$ cat src/rtl/pgwalk_pkg.sv
package pgwalk_pkg;
  typedef enum logic [1:0] {
    ST_IDLE = 2'd0,
    ST_DIR  = 2'd1,
    ST_LEAF = 2'd2,
    ST_RESP = 2'd3
  } walk_st_e;

  localparam int unsigned PRESENT_BIT = 0;
endpackage

$ cat src/rtl/pgwalk_addr.sv
module pgwalk_addr #(
  parameter int unsigned OUT_W   = 8,
  parameter int unsigned IN_W    = 10,
  parameter int unsigned OFF_W   = 12,
  parameter int unsigned PA_W    = 32,
  parameter int unsigned FRAME_W = PA_W - OFF_W
) (
  input  logic [FRAME_W-1:0] root_frame,
  input  logic [OUT_W-1:0]   outer_idx,
  input  logic [IN_W-1:0]    inner_idx,
  input  logic [OFF_W-1:0]   page_off,
  input  logic [FRAME_W-1:0] entry_frame,
  output logic [PA_W-1:0]    dir_addr,
  output logic [PA_W-1:0]    leaf_addr,
  output logic [PA_W-1:0]    phys_addr
);
  localparam logic [OFF_W-1:0] ZERO_OFF = '0;

  // entries are 4 bytes: index scaled by two bit positions
  always_comb begin
    dir_addr  = {root_frame, ZERO_OFF}  + PA_W'({outer_idx, 2'b00});
    leaf_addr = {entry_frame, ZERO_OFF} + PA_W'({inner_idx, 2'b00});
    phys_addr = {entry_frame, page_off};
  end
endmodule

$ cat src/rtl/pgwalk_ctrl.sv
module pgwalk_ctrl
  import pgwalk_pkg::*;
#(
  parameter int unsigned VA_W    = 30,
  parameter int unsigned OUT_W   = 8,
  parameter int unsigned IN_W    = 10,
  parameter int unsigned OFF_W   = 12,
  parameter int unsigned PA_W    = 32,
  parameter int unsigned FRAME_W = PA_W - OFF_W,
  localparam int unsigned LOW_W  = IN_W + OFF_W
) (
  input  logic               clk,
  input  logic               rst_n,
  input  logic               req_valid,
  input  logic [VA_W-1:0]    req_vaddr,
  output logic               req_ready,
  output logic               rsp_valid,
  output logic               rsp_fault,
  output logic               rsp_fault_lvl,
  output logic [PA_W-1:0]    rsp_paddr,
  output logic               mem_req,
  output logic [PA_W-1:0]    mem_addr,
  input  logic               mem_rvalid,
  input  logic [PA_W-1:0]    mem_rdata,
  input  logic [FRAME_W-1:0] root_frame
);
  walk_st_e st_q, st_d;

  logic [LOW_W-1:0] low_q;
  logic [PA_W-1:0]  addr_q, addr_d;
  logic [PA_W-1:0]  paddr_q, paddr_d;
  logic             fault_q, fault_d, lvl_q, lvl_d;
  logic             accept, addr_en, res_en, present;
  logic [PA_W-1:0]  dir_addr, leaf_addr, phys_addr;
  logic             unused_rdata;

  assign present      = mem_rdata[PRESENT_BIT];
  assign unused_rdata = ^mem_rdata[PA_W-FRAME_W-1:1];

  pgwalk_addr #(
    .OUT_W(OUT_W), .IN_W(IN_W), .OFF_W(OFF_W), .PA_W(PA_W), .FRAME_W(FRAME_W)
  ) u_addr (
    .root_frame  (root_frame),
    .outer_idx   (req_vaddr[VA_W-1 -: OUT_W]),
    .inner_idx   (low_q[LOW_W-1 -: IN_W]),
    .page_off    (low_q[OFF_W-1:0]),
    .entry_frame (mem_rdata[PA_W-1 -: FRAME_W]),
    .dir_addr    (dir_addr),
    .leaf_addr   (leaf_addr),
    .phys_addr   (phys_addr)
  );

  always_comb begin
    st_d = st_q;
    case (st_q)
      ST_IDLE: if (req_valid)  st_d = ST_DIR;
      ST_DIR:  if (mem_rvalid) st_d = present ? ST_LEAF : ST_RESP;
      ST_LEAF: if (mem_rvalid) st_d = ST_RESP;
      default:                 st_d = ST_IDLE;
    endcase
  end

  always_comb begin
    accept  = (st_q == ST_IDLE) && req_valid;
    addr_en = accept || ((st_q == ST_DIR) && mem_rvalid && present);
    addr_d  = accept ? dir_addr : leaf_addr;
    res_en  = mem_rvalid && (((st_q == ST_DIR) && !present) || (st_q == ST_LEAF));
    fault_d = !present;
    lvl_d   = (st_q == ST_LEAF);
    paddr_d = ((st_q == ST_LEAF) && present) ? phys_addr : '0;
  end

  always_ff @(posedge clk or negedge rst_n) begin
    if (!rst_n) begin
      st_q    <= ST_IDLE;
      low_q   <= '0;
      addr_q  <= '0;
      paddr_q <= '0;
      fault_q <= 1'b0;
      lvl_q   <= 1'b0;
    end else begin
      st_q <= st_d;
      if (accept)  low_q  <= req_vaddr[LOW_W-1:0];
      if (addr_en) addr_q <= addr_d;
      if (res_en) begin
        paddr_q <= paddr_d;
        fault_q <= fault_d;
        lvl_q   <= lvl_d;
      end
    end
  end

  assign req_ready     = (st_q == ST_IDLE);
  assign mem_req       = (st_q == ST_DIR) || (st_q == ST_LEAF);
  assign mem_addr      = addr_q;
  assign rsp_valid     = (st_q == ST_RESP);
  assign rsp_fault     = fault_q;
  assign rsp_fault_lvl = lvl_q;
  assign rsp_paddr     = paddr_q;

  AST_ADDR_HELD: assert property (@(posedge clk) disable iff (!rst_n)
    (mem_req && !mem_rvalid) |=> (mem_req && $stable(mem_addr)));
  AST_OUTER_MISS: assert property (@(posedge clk) disable iff (!rst_n)
    ((st_q == ST_DIR) && mem_rvalid && !present)
      |=> (rsp_valid && rsp_fault && !rsp_fault_lvl && !mem_req));
  AST_INNER_MISS: assert property (@(posedge clk) disable iff (!rst_n)
    ((st_q == ST_LEAF) && mem_rvalid && !present)
      |=> (rsp_valid && rsp_fault && rsp_fault_lvl));
  AST_RSP_PULSE: assert property (@(posedge clk) disable iff (!rst_n)
    rsp_valid |=> !rsp_valid);
  AST_READY_QUIET: assert property (@(posedge clk) disable iff (!rst_n)
    req_ready |-> (!mem_req && !rsp_valid));
endmodule

$ cat src/rtl/pgwalk_top.sv
module pgwalk_top #(
  parameter int unsigned VA_W    = 30,
  parameter int unsigned OUT_W   = 8,
  parameter int unsigned IN_W    = 10,
  parameter int unsigned OFF_W   = 12,
  parameter int unsigned PA_W    = 32,
  localparam int unsigned FRAME_W = PA_W - OFF_W
) (
  input  logic               clk,
  input  logic               rst_n,
  input  logic               req_valid,
  output logic               req_ready,
  input  logic [VA_W-1:0]    req_vaddr,
  output logic               rsp_valid,
  output logic               rsp_fault,
  output logic               rsp_fault_lvl,
  output logic [PA_W-1:0]    rsp_paddr,
  input  logic               root_we,
  input  logic [FRAME_W-1:0] root_frame,
  output logic               mem_req,
  output logic [PA_W-1:0]    mem_addr,
  input  logic               mem_rvalid,
  input  logic [PA_W-1:0]    mem_rdata
);
  logic [1:0]         rst_sync_q;
  logic               rst_int_n;
  logic [FRAME_W-1:0] root_q;

  // assert asynchronously, release on the clock
  always_ff @(posedge clk or negedge rst_n) begin
    if (!rst_n) rst_sync_q <= 2'b00;
    else        rst_sync_q <= {rst_sync_q[0], 1'b1};
  end
  assign rst_int_n = rst_sync_q[1];

  always_ff @(posedge clk or negedge rst_int_n) begin
    if (!rst_int_n)   root_q <= '0;
    else if (root_we) root_q <= root_frame;
  end

  pgwalk_ctrl #(
    .VA_W(VA_W), .OUT_W(OUT_W), .IN_W(IN_W), .OFF_W(OFF_W), .PA_W(PA_W), .FRAME_W(FRAME_W)
  ) u_ctrl (
    .clk           (clk),
    .rst_n         (rst_int_n),
    .req_valid     (req_valid),
    .req_vaddr     (req_vaddr),
    .req_ready     (req_ready),
    .rsp_valid     (rsp_valid),
    .rsp_fault     (rsp_fault),
    .rsp_fault_lvl (rsp_fault_lvl),
    .rsp_paddr     (rsp_paddr),
    .mem_req       (mem_req),
    .mem_addr      (mem_addr),
    .mem_rvalid    (mem_rvalid),
    .mem_rdata     (mem_rdata),
    .root_frame    (root_q)
  );
endmodule

$ cat config.mk
export PLATFORM = sky130hd
export DESIGN_NAME = pgwalk_top
export DESIGN_NICKNAME = d
export VERILOG_FILES = /design/src/rtl/pgwalk_pkg.sv /design/src/rtl/pgwalk_addr.sv /design/src/rtl/pgwalk_ctrl.sv /design/src/rtl/pgwalk_top.sv
export SDC_FILE = /design/constraint.sdc
export NUM_CORES = 1
export LEC_CHECK = 0
export ABC_CLOCK_PERIOD_IN_PS = 3800
export BUFFER_PORTS_ARGS = -buffer_cell sky130_fd_sc_hd__buf_2
export CAP_MARGIN = 20
export CORE_MARGIN = 4
export CORE_UTILIZATION = 45
export CTS_BUF_LIST = sky130_fd_sc_hd__clkbuf_4
export CTS_CLUSTER_SIZE = 20
export DETAILED_ROUTE_END_ITERATION = 12
export PLACE_DENSITY_LB_ADDON = 0.25
export SYNTH_ARGS = -nofsm -noshare
export SYNTH_HDL_FRONTEND = slang
export SYNTH_HIERARCHICAL = 1
export SYNTH_SLANG_ARGS = --single-unit
$ cat constraint.sdc
create_clock -name clk -period 3.8 [get_ports clk]
set_input_delay 0.76 -clock clk [delete_from_list [all_inputs] [get_ports clk]]
set_output_delay 0.76 -clock clk [all_outputs]
set_load 0.02 [all_outputs]
# Yosys cells after proc, flatten, opt, wreduce, memory -nomap -nowiden
# Index checks and enable logic that the tools add are counted.
[totals]
ff_bits = 112
out_inout_bits = 69
[classes]
n_addsub = 2
n_eq_ne = 6
muxes = 7
reduce_logical = 12
[ops]
columns = ["op", "count"]
rows = [
  ["$mux 32", 2],
  ["$add 32x10->32", 1],
  ["$add 32x12->32", 1],
  ["$logic_and 1x1->1", 6],
  ["$mux 2", 3],
  ["$ne 2x2->1 const B", 3],
  ["$pmux 2 s3", 1],
  ["$eq 2x2->1 const B", 2],
  ["$logic_or 1x1->1", 3],
  ["$reduce_and 3->1", 1],
  ["$eq 2x1->1 const B", 1],
  ["$logic_not 2->1", 1],
  ["$logic_not 1->1", 1],
  ["$mux 1", 1],
]

# Logic depth before layout (Yosys ltp)
[depth]
depth_word = 4
mapped_depth = 6
ltp_nobuf = 5

# By module
# Netlist, hierarchy kept.
[modules_own_cells]
columns = ["mod", "instances", "cells_per_inst", "area_per_inst_um2"]
rows = [
  ["pgwalk_ctrl", 1, 354, 3932.5],
  ["pgwalk_top", 1, 45, 877.1],
  ["pgwalk_addr", 1, 97, 724.4],
]

# Worst setup path before layout
# OpenSTA, ideal clock, no wires.
[synth_path]
path_type = "input to register"
start = "in mem_rvalid"
end = "reg u_ctrl.addr_q[10] (netlist: u_ctrl/mem_addr[10])"
arrival_time_ps = 1545
required_time_ps = 3672
slack_ps = 2127
cell_stages = 4
path_buffers = 2
path_cell_list = "buf_6 a32oi_4 clkbuf_2 o21ai_0"
[synth_between]
elab_chain_len = 3
[synth_rtl]
columns = ["item", "line_no", "rtl"]
rows = [
  ["from (decl)", "pgwalk_top.sv:22", "input logic mem_rvalid,"],
  ["$logic_and 1x1->1 (2 in series)", "pgwalk_ctrl.sv:65", "addr_en = accept || ((st_q == ST_DIR) && mem_rvalid && present);"],
  ["$logic_or 1x1->1", "pgwalk_ctrl.sv:65", ""],
  ["to (signal assigned)", "pgwalk_ctrl.sv:84", "if (addr_en) addr_q <= addr_d;"],
  ["to (decl)", "pgwalk_ctrl.sv:30", "logic [PA_W-1:0] addr_q, addr_d;"],
]
# Every way passes these cells.
# A chain may end at the register's enable or synchronous reset.

# Worst setup path after layout
[layout_path]
start = "reg u_ctrl.st_q[0]"
end = "out req_ready"
[layout_between]
elab_chain_len = 1
[layout_rtl]
columns = ["item", "line_no", "rtl"]
rows = [
  ["from (decl)", "pgwalk_ctrl.sv:27", "walk_st_e st_q, st_d;"],
  ["from (signal assigned)", "pgwalk_ctrl.sv:82", "st_q <= st_d;"],
  ["$logic_not 2->1", "pgwalk_ctrl.sv:93", "assign req_ready = (st_q == ST_IDLE);"],
  ["to (decl)", "pgwalk_top.sv:12", "output logic req_ready,"],
]
# Every way passes these cells.

==> flow_summary.toml <==
[min_path]
hp-start = "rst_sync_q[0]"
hold_path_class = "reg -> reg"
whs_path_depth = 0

[critical_path]
cp_top_family = "flip-flops"
reg2regPathDepth = 5
worst-path-stages = 3
crit_buf_inv = 2
r2r_start = "u_ctrl/st_q[0]"
required_ns = 3.04
crit_type = "reg -> out"
r2r-end = "u_ctrl/low_q[12]"
setup.worst_path.end_class = "output port"
cp_slowest_stage_delay_ns = 0.45
reg2reg_slack_ns = 1.54
crit_path_start = "u_ctrl/st_q[0]"
start_kind = "register"
path_cells = "inv_1 > ha_1 > buf_2"
cp_slowest_cell = "dfrtp_1"
setup.worst_path.end = "req_ready"
arrival_ns = 1.57
cp_max_fo = 5

[synthesis]
yosys_warnings = 6
syn_inst = 496
synth.largest_area_cell = "dfrtp_1"
synth.distinct_cells = 24
yosysMostFrequentCell = "dfrtp_1"
yosys_most_used_dff = "dfrtp_1"
yosys.area.top_type_share_pct = 50.64
ys_seq_elements = 112
avgSynthCellArea_um2 = 11.16
syn_area_um2 = 5534
synth_area_leaders = "dfrtp_1 (51%), buf_4 (14%), mux2i_1 (6.0%)"
asyncSetResetFlopFracSynth_pct = 100.0
yosysSeqAreaShare_pct = 50.64
synthTopCellsByCount = "dfrtp_1 (112), buf_4 (100), o21ai_0 (58)"
synth-edff-count = 0

[route]
drt_wl_total_mm = 10.93
via_per_inst = 4.886
vias = 3386
wl_per_cell_um = 15.77
drt_pre_antenna_iters = 4
drc = 0
initialDrtViolationCount = 153
ant_nets = 0

[timing]
finClkSkew_ns = 0.01556
fin_crit_sh_pct = 61.41
rsz0062_at_grt = "no"
finalSetupViolations = 0
hold_violations = 0
period_minus_slack_ns = 2.334
finalSetupTns_ns = 0
max_slew_margin_pct = 43.87
timing.final.max_slew_violations = 0
tightestPinTransition_ns = 0.8419
clock.fmax_mhz = 428.5

[die]
io-pin-count = 156
start_util_pct = 46.07
die_h_um = 118.9
die_area_um2 = 14140
coreArea_um2 = 12010
rows = 40
dieWidth_um = 118.9

[layout]
drive_gt1_share_pct = 39.19
fill_cells = 1147
antenna_cells = 0
nets = 633
syn2layout_area_growth_pct = 4.431

[clock_tree]
path_clk_slew_ns = 0.17
cts_post_setup_buffers_inserted = 0
cts_tree = "done"
cts_buffers = 9
htree_levels = 3
clk_path_buf_depth = 2
clk_latency_ns = 0.46
root_buffer = "clkbuf_4"
clkSinkCount = 112

[power]
ir_worst_vdd_mv = 0.2760
p_leak_nw = 3.054
power.density_nw_per_um2 = 753.6
finalPower_mw = 4.355

[global_route]
grt_max_degree = 67
grt_pass1_wl_mm = 17.24
grt_overflow = 0
grt_pass1_vias = 3393
grt_usage_pct = 15.43
antenna_found_initial = 0

[flow_run]
drv_cap = 0

[placed_design]
io_buffers = 144
routabilityCongestion = 0.7603
hpwlAfterDp_mm = 7.612

[status]
status = "finished, final reports clean"
-- layout by cell type (no fill, tap or decap), drive strengths merged, types with 2 or more instances in the layout --
| cell | instances |
|---|---|
| clkinv | 2 |
| clkbuf | 11 |
| conb | 7 |
| nand2 | 35 |
| mux2i | 33 |
| dfrtp | 112 |
| buf | 152 |
| o21ai | 66 |
| mux2 | 43 |
| nand4 | 32 |
| ha | 5 |
| inv | 38 |
-- routing by layer --
layer  wire length [um]  track usage (%)  vias to the layer above
met5                  0                0                        -
met4                181            6.227                        0
met3                552            3.941                       15
met2               5297            25.04                       92
met1               4896            19.78                     1637
li1                   -                -                     1642
-- power breakdown --
| group | internal, mW | switching (mW) | leakage (nW) | total, mW |
|---|---|---|---|---|
| Sequential | 1.65 | 0.250 | 1.39 | 1.90 |
| Clock | 0.217 | 0.387 | 0.0772 | 0.604 |
| Combinational | 0.710 | 1.14 | 1.59 | 1.85 |
| Total | 2.58 | 1.77 | 3.05 | 4.36 |
-- worst reg2reg max path: stages (launching register included) --
cell and delay (ns):
dfrtp_1 0.44, inv_1 0.10, ha_1 0.30, nand2_2 0.65, buf_12 0.30, mux2_2 0.38
-- area by class of cell --
class	instances	area, um2	area share, %
timing repair buffer	153	803.3	13.90
multi-input combinational	228	1708	29.55
inverter	37	138.9	2.403
tap	147	183.9	3.183
clock buffer	11	82.58	1.429
sequential	112	2806	48.56
clock inverter	5	56.30	0.9742
-- flip-flops by register name, indices dropped and copies added, names as in the netlist --
| register | count |
|---|---|
| u_ctrl/rsp_fault_lvl | 1 |
| u_ctrl/rsp_paddr | 32 |
| u_ctrl/low_q | 22 |
| root_q | 20 |
| rst_sync_q | 2 |
| u_ctrl/st_q | 2 |
| u_ctrl/mem_addr | 32 |
| u_ctrl/rsp_fault | 1 |
-- worst min-delay path by stage --
stage / endpoint / slack (ns)
2_1_floorplan: rst_sync_q[1] / 0.33
3_3_place_gp: rst_sync_q[1] / 0.34
3_5_place_dp: rst_sync_q[1] / 0.35
4_1_cts: rst_sync_q[1] / 0.39
5_1_grt: rst_sync_q[1] / 0.40
6_report: rst_sync_q[1] / 0.39
-- per-stage QoR --
stage          std cells  hold WS, ns  instance area [um2]  setup slack [ns]  utilization [%]
2_1_floorplan        501       0.3312                 5553            0.4489                -
3_3_place_gp         676       0.3393                 5630             1.442            46.88
3_5_place_dp         676       0.3469                 5630             1.435            46.88
4_1_cts              693       0.3922                 5779             1.428            48.11
5_1_grt              693       0.4046                 5779             1.330            48.11
6_report             693       0.3882                 5779             1.466            48.11
-- kinds of logic (layout without fill, tap and decap cells) --
logic type               after synthesis  after routing  synth area share, %
AO/OA/AOI/OAI                         70             70                6.851
adder cells (fa/ha/maj)                5              5                1.130
buffers and inverters                161            206                18.83
flip-flops                           112            112                50.64
multiplexers                          76             76                16.08
other                                  2              7               0.1357
AND/OR/NAND/NOR                       70             70                6.331
-- timing repair --
action                                 in CTS  in global routing
setup endpoints to repair                   0                  0
hold buffers                                1                  0
resized for setup                           0                  0
endpoints found under the hold margin       2                  0
(Power assumes the default switching activity.)
